==> src/rtl/fb_map_pkg.sv <==
package fb_map_pkg;
  typedef enum logic [2:0] {
    WIN_NONE,
    WIN_COORD,
    WIN_LIN,
    WIN_LINE,
    WIN_REG
  } win_e;
endpackage

==> src/rtl/fb_win_decode.sv <==
module fb_win_decode
  import fb_map_pkg::*;
#(
  parameter logic [3:0]  COORD_TAG = 4'h8,
  parameter logic [31:0] LIN_BASE  = 32'h9000_0000,
  parameter int          LIN_AW    = 21,
  parameter logic [31:0] LINE_BASE = 32'hB000_0000,
  parameter int          LINE_AW   = 10,
  parameter logic [31:0] REG_ADDR  = 32'hA000_0000
) (
  input  logic [31:0] addr_i,
  output win_e        win_o
);
  always_comb begin
    win_o = WIN_NONE;
    if (addr_i[31:28] == COORD_TAG)
      win_o = WIN_COORD;
    else if (addr_i[31:LIN_AW] == LIN_BASE[31:LIN_AW])
      win_o = WIN_LIN;
    else if (addr_i[31:LINE_AW] == LINE_BASE[31:LINE_AW])
      win_o = WIN_LINE;
    else if (addr_i == REG_ADDR)
      win_o = WIN_REG;
  end
endmodule

==> src/rtl/fb_line_reg.sv <==
module fb_line_reg #(
  parameter int DATA_W = 16,
  parameter int Y_W    = 9
) (
  input  logic              clk_i,
  input  logic              rst_ni,
  input  logic              wr_i,
  input  logic [DATA_W-1:0] wdata_i,
  output logic [Y_W-1:0]    line_o
);
  logic unused_wdata;
  assign unused_wdata = ^wdata_i[DATA_W-1:Y_W];

  always_ff @(posedge clk_i or negedge rst_ni) begin
    if (!rst_ni)   line_o <= '0;
    else if (wr_i) line_o <= wdata_i[Y_W-1:0];
  end
endmodule

==> src/rtl/fb_addr_form.sv <==
module fb_addr_form
  import fb_map_pkg::*;
#(
  parameter int X_W     = 10,
  parameter int Y_W     = 9,
  parameter int VRAM_AW = 21,
  parameter int LINE_W  = 640
) (
  input  win_e               win_i,
  input  logic               sel_i,
  input  logic [VRAM_AW-1:0] low_i,
  input  logic [Y_W-1:0]     y_i,
  input  logic [Y_W-1:0]     line_i,
  output logic [VRAM_AW-1:0] addr_o,
  output logic               cs_o
);
  localparam int BANK_W = VRAM_AW - X_W - Y_W;
  localparam logic [X_W-1:0] LINE_LIM = X_W'(LINE_W);

  logic [X_W-1:0] x;
  logic           in_line;

  assign x       = low_i[X_W-1:0];
  assign in_line = x < LINE_LIM;

  always_comb begin
    addr_o = '0;
    cs_o   = 1'b0;
    unique case (win_i)
      WIN_COORD: begin
        addr_o = {{BANK_W{1'b0}}, y_i, x};
        cs_o   = sel_i;
      end
      WIN_LIN: begin
        addr_o = low_i;
        cs_o   = sel_i;
      end
      WIN_LINE: begin
        addr_o = {{BANK_W{1'b0}}, line_i, x};
        cs_o   = sel_i & in_line; // keep writes off the hidden row tail
      end
      default: ;
    endcase
  end
endmodule

==> src/rtl/fb_addr_map.sv <==
module fb_addr_map
  import fb_map_pkg::*;
#(
  parameter int DATA_W  = 16,
  parameter int X_W     = 10,
  parameter int Y_W     = 9,
  parameter int Y_LSB   = 16,
  parameter int VRAM_AW = 21,
  parameter int LINE_W  = 640
) (
  input  logic               clk_i,
  input  logic               rst_ni,
  input  logic [31:0]        cpu_addr_i,
  input  logic               cpu_sel_i,
  input  logic               cpu_we_i,
  input  logic [DATA_W-1:0]  cpu_wdata_i,
  output logic [VRAM_AW-1:0] vram_addr_o,
  output logic               vram_cs_o,
  output logic               vram_we_o,
  output logic               reg_hit_o,
  output logic [DATA_W-1:0]  reg_rdata_o
);
  win_e           win;
  logic [Y_W-1:0] line_q;

  fb_win_decode #(.LIN_AW(VRAM_AW), .LINE_AW(X_W)) u_dec (
    .addr_i(cpu_addr_i),
    .win_o (win)
  );

  fb_line_reg #(.DATA_W(DATA_W), .Y_W(Y_W)) u_line (
    .clk_i  (clk_i),
    .rst_ni (rst_ni),
    .wr_i   (cpu_sel_i & cpu_we_i & (win == WIN_REG)),
    .wdata_i(cpu_wdata_i),
    .line_o (line_q)
  );

  fb_addr_form #(.X_W(X_W), .Y_W(Y_W), .VRAM_AW(VRAM_AW), .LINE_W(LINE_W)) u_form (
    .win_i (win),
    .sel_i (cpu_sel_i),
    .low_i (cpu_addr_i[VRAM_AW-1:0]),
    .y_i   (cpu_addr_i[Y_LSB +: Y_W]),
    .line_i(line_q),
    .addr_o(vram_addr_o),
    .cs_o  (vram_cs_o)
  );

  assign vram_we_o   = cpu_we_i;
  assign reg_hit_o   = cpu_sel_i & (win == WIN_REG);
  assign reg_rdata_o = reg_hit_o ? DATA_W'(line_q) : '0;
endmodule

==> config.mk <==
export PLATFORM = sky130hd
export DESIGN_NAME = fb_addr_map
export DESIGN_NICKNAME = d
export VERILOG_FILES = /design/src/rtl/fb_map_pkg.sv /design/src/rtl/fb_win_decode.sv /design/src/rtl/fb_line_reg.sv /design/src/rtl/fb_addr_form.sv /design/src/rtl/fb_addr_map.sv
export SDC_FILE = /design/constraint.sdc
export NUM_CORES = 1
export LEC_CHECK = 0
export BUFFER_PORTS_ARGS = -buffer_cell sky130_fd_sc_hd__buf_2
export CAP_MARGIN = 20
export CELL_PAD_IN_SITES_DETAIL_PLACEMENT = 0
export CELL_PAD_IN_SITES_GLOBAL_PLACEMENT = 2
export CORE_ASPECT_RATIO = 1.4
export CORE_MARGIN = 3
export CORE_UTILIZATION = 17
export DETAILED_ROUTE_END_ITERATION = 10
export PLACE_DENSITY_LB_ADDON = 0.08
export REMOVE_ABC_BUFFERS = 1
export SYNTH_ARGS = -nofsm -noshare
export SYNTH_HDL_FRONTEND = slang
export SYNTH_SLANG_ARGS = --single-unit
==> constraint.sdc <==
create_clock -name clk_i -period 2.2 [get_ports clk_i]
set_input_delay 0 -clock clk_i [delete_from_list [all_inputs] [get_ports clk_i]]
set_output_delay 0 -clock clk_i [all_outputs]
set_load 0.01 [all_outputs]
# --- After elaboration in Yosys (flattened, before gate mapping) ---
# Index checks and enable logic that the tools add are counted.
classes:
  magnitude_cmp: 1
  eq_ne: 8
  mux: 7
  bitwise: 4
  n_reduce_logical: 1
op_table:
  columns: ["operator", "count"]
  rows:
  - ["one-hot mux 21 bit (3 select lines)", 1]
  - ["equality test 32 bit (second input constant)", 1]
  - ["equality test 22 bit (second input constant)", 1]
  - ["2-to-1 mux 3 bit", 4]
  - ["equality test 11 bit (second input constant)", 1]
  - ["< comparator 10 bit (second input constant)", 1]
  - ["2-to-1 mux 9 bit", 1]
  - ["equality test 3 x 2 -> 1 bit (second input constant)", 2]
  - ["AND 1 bit", 4]
  - ["equality test 4 bit (second input constant)", 1]
  - ["equality test 3 x 1 -> 1 bit (second input constant)", 1]
  - ["equality test 3 bit (second input constant)", 1]
  - ["one-hot mux 1 bit (2 select lines)", 1]
  - ["OR reduction 2 bit", 1]
word_totals:
  reg_bits: 9
  inputBits: 52
  out_inout_bits: 40
  elab_cells: 22

# --- Depth between registers and ports, before layout ---
logic_depth:
  word_depth: 8
  ltp_mapped: 5
  depth_no_buf: 4

# --- Cells and area by module ---
# From an unflattened synthesis, not the netlist that was laid out.
hier_totals:
  cells_unflattened: 104
  area_unflattened_um2: 1004.7
modules_own_cells:
  columns: ["mod", "n_inst", "cells_each", "area_each_um2", "seq_area_each_um2"]
  rows:
  - ["fb_line_reg", 1, 19, 371.6, 225.2]
  - ["fb_addr_form", 1, 48, 342.8, 0.0]
  - ["fb_addr_map", 1, 21, 162.7, 0.0]
  - ["fb_win_decode", 1, 16, 127.6, 0.0]

# --- Worst setup path before layout ---
# Ideal clock, no wire load.
synth_timing:
  path_type: "input to register"
  startpoint: "input port cpu_addr_i[20]"
  endpoint: "register u_line.line_o[0]"
  setup_ps: 125
  t_arrival_ps: 1435
  required_time_ps: 2075
  setup_slack_ps: 640
  stages: 4
  n_path_buf: 0
  cell_sequence: "nor4b_1 -> nand4_1 -> nor4_4 -> mux2_2"
synth_via:
  elab_chain_cells: 7
  elab_cells_between_ends: 8
  cone_classes: "eq/ne (3); mux (4); bitwise (1)"
synth_rtl:
  columns: ["element", "line_no", "rtl"]
  rows:
  - ["from (decl)", "fb_addr_map.sv:13", "input logic [31:0] cpu_addr_i,"]
  - ["equality test 32 bit", "fb_win_decode.sv:22", "else if (addr_i == REG_ADDR)"]
  - ["2-to-1 mux 3 bit", "fb_win_decode.sv:22", null]
  - ["2-to-1 mux 3 bit (*)", "fb_win_decode.sv:20", "else if (addr_i[31:LINE_AW] == LINE_BASE[31:LINE_AW])"]
  - ["2-to-1 mux 3 bit (*)", "fb_win_decode.sv:18", "else if (addr_i[31:LIN_AW] == LIN_BASE[31:LIN_AW])"]
  - ["2-to-1 mux 3 bit (*)", "fb_win_decode.sv:16", "if (addr_i[31:28] == COORD_TAG)"]
  - ["equality test 3 bit (*)", "fb_addr_map.sv:34", ".wr_i (cpu_sel_i & cpu_we_i & (win == WIN_REG)),"]
  - ["AND 1 bit (*)", "fb_addr_map.sv:34", null]
  - ["to (signal assigned)", "fb_line_reg.sv:16", "else if (wr_i) line_o <= wdata_i[Y_W-1:0];"]
  - ["to (decl)", "fb_line_reg.sv:9", "output logic [Y_W-1:0] line_o"]
# Mark *: on every way between the ends. The rest lies on a longest branch, timed or not.
# A chain may end at the register's enable or synchronous reset.

# --- Worst setup path in the final report ---
layout_timing:
  startpoint: "input port cpu_addr_i[24]"
  endpoint: "output port vram_addr_o[5]"
layout_via:
  elab_chain_cells: 7
  elab_cells_between_ends: 11
  cone_classes: "eq/ne (6); mux (5)"
layout_rtl:
  columns: ["element", "line_no", "rtl"]
  rows:
  - ["equality test 32 bit", "fb_win_decode.sv:22", null]
  - ["2-to-1 mux 3 bit", "fb_win_decode.sv:22", null]
  - ["2-to-1 mux 3 bit", "fb_win_decode.sv:20", null]
  - ["2-to-1 mux 3 bit (*)", "fb_win_decode.sv:18", null]
  - ["2-to-1 mux 3 bit (*)", "fb_win_decode.sv:16", null]
  - ["equality test 3 x 2 -> 1 bit or equality test 3 x 1 -> 1 bit (tied branches)", "fb_addr_form.sv:29", "unique case (win_i)"]
  - ["one-hot mux 21 bit (3 select lines) (*)", "fb_addr_form.sv:29", null]
  - ["to (decl)", "fb_addr_map.sv:17", "output logic [VRAM_AW-1:0] vram_addr_o,"]
# Marked as above.

==> results by group <==
STA
  • Worst Skew: 0 ns
  • Final number of setup-violating endpoints: 0
  • Final Max Tran Viols: 0
  • Crit path time final: 1.69 ns
  • Worst-margin pin slew: 0.546 ns
  • Setup TNS: 0 ns
  • WHS: between 0.007 and 0.008 ns
  • Worst slew margin relative to its limit: a little over three fifths
  • Post-route clock period utilization: 76.8%
  • Final hold viol count: 0
  • Unrepaired setup endpoints after global routing: false
  • F_max: about 590 MHz

CTS
  • Worst-Skew Late Latency: 0.23 ns
  • CTS H-tree depth: 1
  • Clk slew on worst S/H paths: 0.04 ns
  • Num CTS Buffers: 3
  • CTS Hold Bufs: 8
  • Root Driver: clkbuf_8
  • Longest Clk Path Bufs: 2
  • Post-CTS setup buffer count: 0
  • Post_cts resized: 0
  • TritonCTS clock tree: yes
  • CTS sink count: 9

Layout
  • # nets final: 237
  • Top reg by flops: u_line.line_o
  • Fill cells: 540
  • Ant diodes: 0
  • Biggest regs: u_line.line_o: 9 flops
  • Largest register FFs: 9
  • Area Overhead vs Synth: 68.3%
  • Share of layout cells above drive strength 1: 51.6%

Synthesis
  • Synth warn: 0
  • Unique masters post-synth: 21
  • Mapped Area: 845 sq um
  • Synth Area per Inst: between 8 and 9 sq um
  • Synth Register Bits: 9
  • Seq/Total Area, Yosys: 26.7%
  • Synth Instances: 94

Die
  • Rows: 29
  • Die ar.: 5860 sq um
  • Vert. Die Dim: 89.4 microns
  • Core area: 4680 sq um
  • Die Width: 65.6 microns
  • Initial Utilization: 18.0%
  • Io pins: 92

Power
  • Flop pwr share: 36.5%
  • LEAKAGE: 0.000789 uW
  • Clk network pwr share: 42.0%
  • P per Cell Area: 321 nW/um^2
  • Internal power: 344 uW
  • Sw frac: between 20% and 30%
  • Max VDD drop: 250 uV
  • Sw Pwr: 111 uW
  • Combinational group share of total power: 21.5%

Critical path
  • Worst setup path startpoint: cpu_addr_i[24]
  • Cell with the largest stage delay on the worst path: nor4_1
  • Most common cell on crit path: buf_2
  • R2R cell count: 1
  • Reg2reg start: u_line.line_o[4]$_DFFE_PN0P_
  • Worst setup SP type: input pin
  • Reg2Reg Setup Slack: approximately 1.4 ns
  • CP arrival: 1.69 ns
  • Slowest stage delay, CP: 0.51 ns
  • Crit path capture: vram_addr_o[5]
  • CP Capture Type: output port
  • Reg2reg end: u_line.line_o[4]$_DFFE_PN0P_
  • Data required, critical path: 2.20 ns
  • Max Fanout on Critical Path: 10
  • Crit path kind: in2out
  • Critical path cell sequence: buf_2 -> nor4_1 -> nand3_1 -> o22ai_1 -> and2_1 -> buf_2

Placed design
  • Number of port buffers: just under 80
  • Gpl congestion: 0.672
  • Hpwl dp: 2.76 mm

Detailed routing
  • Vias/cell: 4.22
  • DRC: 0
  • Routed len/inst: 13.1 microns
  • Via count: 1037
  • TritonRoute pass-1 iters: 4
  • Initial DRC count: 8
  • Antenna viol nets, final: 0
  • Post-Route WL: 3.22 mm

Global route
  • Congestion Overflow GR: 0
  • Largest net degree at the start of global routing: 11
  • First-pass GRT wire length: 4.72 mm
  • Antenna violations before repair: 0
  • Total track usage: 10.7%
  • Number of global-route vias before repair: a little over 1000

Run status
  • Status: finished clean

Min path
  • HP Class: in2reg

Flow run
  • Max-Cap Viols: 0
## power groups by stage
stage	Clock, uW	Combinational, uW	Sequential, uW
after CTS	204	99.7	166
after floorplan	0	26.4	169
after global routing	212	110	166
after detailed placement	0	88.5	169
final	191	98.0	166
after global placement	0	88.1	169
## final cells by class
type | instances | area, sq um | share of cell area [%]
Multi-Input combinational cell | 80 | 571 | 40.1
Timing Repair Buffer | 89 | 495 | 34.9
Sequential cell | 9 | 225 | 15.8
Inverter | 2 | 7.51 | 0.528
Clock buffer | 4 | 45.0 | 3.17
Tap cell | 62 | 77.6 | 5.46
## metrics by stage
step,cell area [sq um],cells,setup WS (ns),total power [uW],utilization (%)
after CTS,1420,246,0.447,469,30.4
final,1420,246,0.510,456,30.4
after global routing,1420,246,0.262,487,30.4
after detailed placement,1300,234,0.364,257,27.7
after global placement,1300,234,0.391,257,27.7
after floorplan,803,91,0.640,195,-
## cells in the final DEF, fill, tap and decap left out
master,synthesis,layout
o22ai_1,1,1
dlygate4sd3_1,0,8
nor3_1,3,3
dfrtp_1,9,9
conb_1,1,7
nand3_1,2,2
nor2_1,4,4
or3b_2,1,1
a21oi_1,1,1
clkbuf_8,0,3
nand4_1,1,1
o32ai_1,1,1
clkbuf_1,1,1
nor4b_1,3,3
inv_1,2,2
mux2_2,9,9
o21a_1,1,1
nor4_1,4,4
nor4_4,1,1
buf_2,0,77
a221o_1,9,9
buf_4,8,4
nand2_1,1,1
and2_1,31,31
## cell families (layout without fill, tap and decap cells)
group | after synthesis | after routing | share of synthesized area, %
AO/OA/AOI/OAI | 13 | 13 | 13.9
buffers and inverters | 11 | 95 | 8.44
flip-flops | 9 | 9 | 26.7
multiplexers | 9 | 9 | 12.0
other | 1 | 7 | 0.444
AND/OR/NAND/NOR | 51 | 51 | 38.5
## cells in the mapped netlist
master	instances	area [sq um]
a21oi_1	1	5.00
a221o_1	9	90.1
and2_1	31	194
buf_4	8	60.1
clkbuf_1	1	3.75
conb_1	1	3.75
dfrtp_1	9	225
inv_1	2	7.51
mux2_2	9	101
nand2_1	1	3.75
nand3_1	2	10.0
nand4_1	1	6.26
nor2_1	4	15.0
nor3_1	3	15.0
nor4_1	4	25.0
nor4_4	1	21.3
nor4b_1	3	26.3
o21a_1	1	7.51
o22ai_1	1	6.26
o32ai_1	1	8.76
or3b_2	1	8.76
## per-layer routing
metal,up-vias,global-route usage (%),share of wire (%)
li1,513,-,-
met1,462,11.0,36
met2,57,20.8,54
met3,5,1.89,7.9
met4,0,4.53,1.6
met5,-,0,0
## critical path: cells and delay by family
kind | cells | cell delay [ns]
and+or+nand+nor | 3 | 0.95
AOI/OAI and AO/OA | 1 | 0.50
buffers and inverters | 2 | 0.24
## how the worst min path moves through the flow
| stage | from | end | slack [ns] | depth (start not counted) |
|---|---|---|---|---|
| floorplan | rst_ni | u_line.line_o[0]$_DFFE_PN0P_ | -0.30 | 0 |
| global placement | rst_ni | u_line.line_o[0]$_DFFE_PN0P_ | -0.13 | 1 |
| detailed placement | rst_ni | u_line.line_o[0]$_DFFE_PN0P_ | -0.13 | 1 |
| CTS | cpu_wdata_i[4] | u_line.line_o[4]$_DFFE_PN0P_ | 0.002 | 2 |
| global route | cpu_wdata_i[4] | u_line.line_o[4]$_DFFE_PN0P_ | 0.005 | 2 |
| finish | cpu_wdata_i[4] | u_line.line_o[4]$_DFFE_PN0P_ | 0.007 | 2 |
Power figures use the tool's default switching activity.
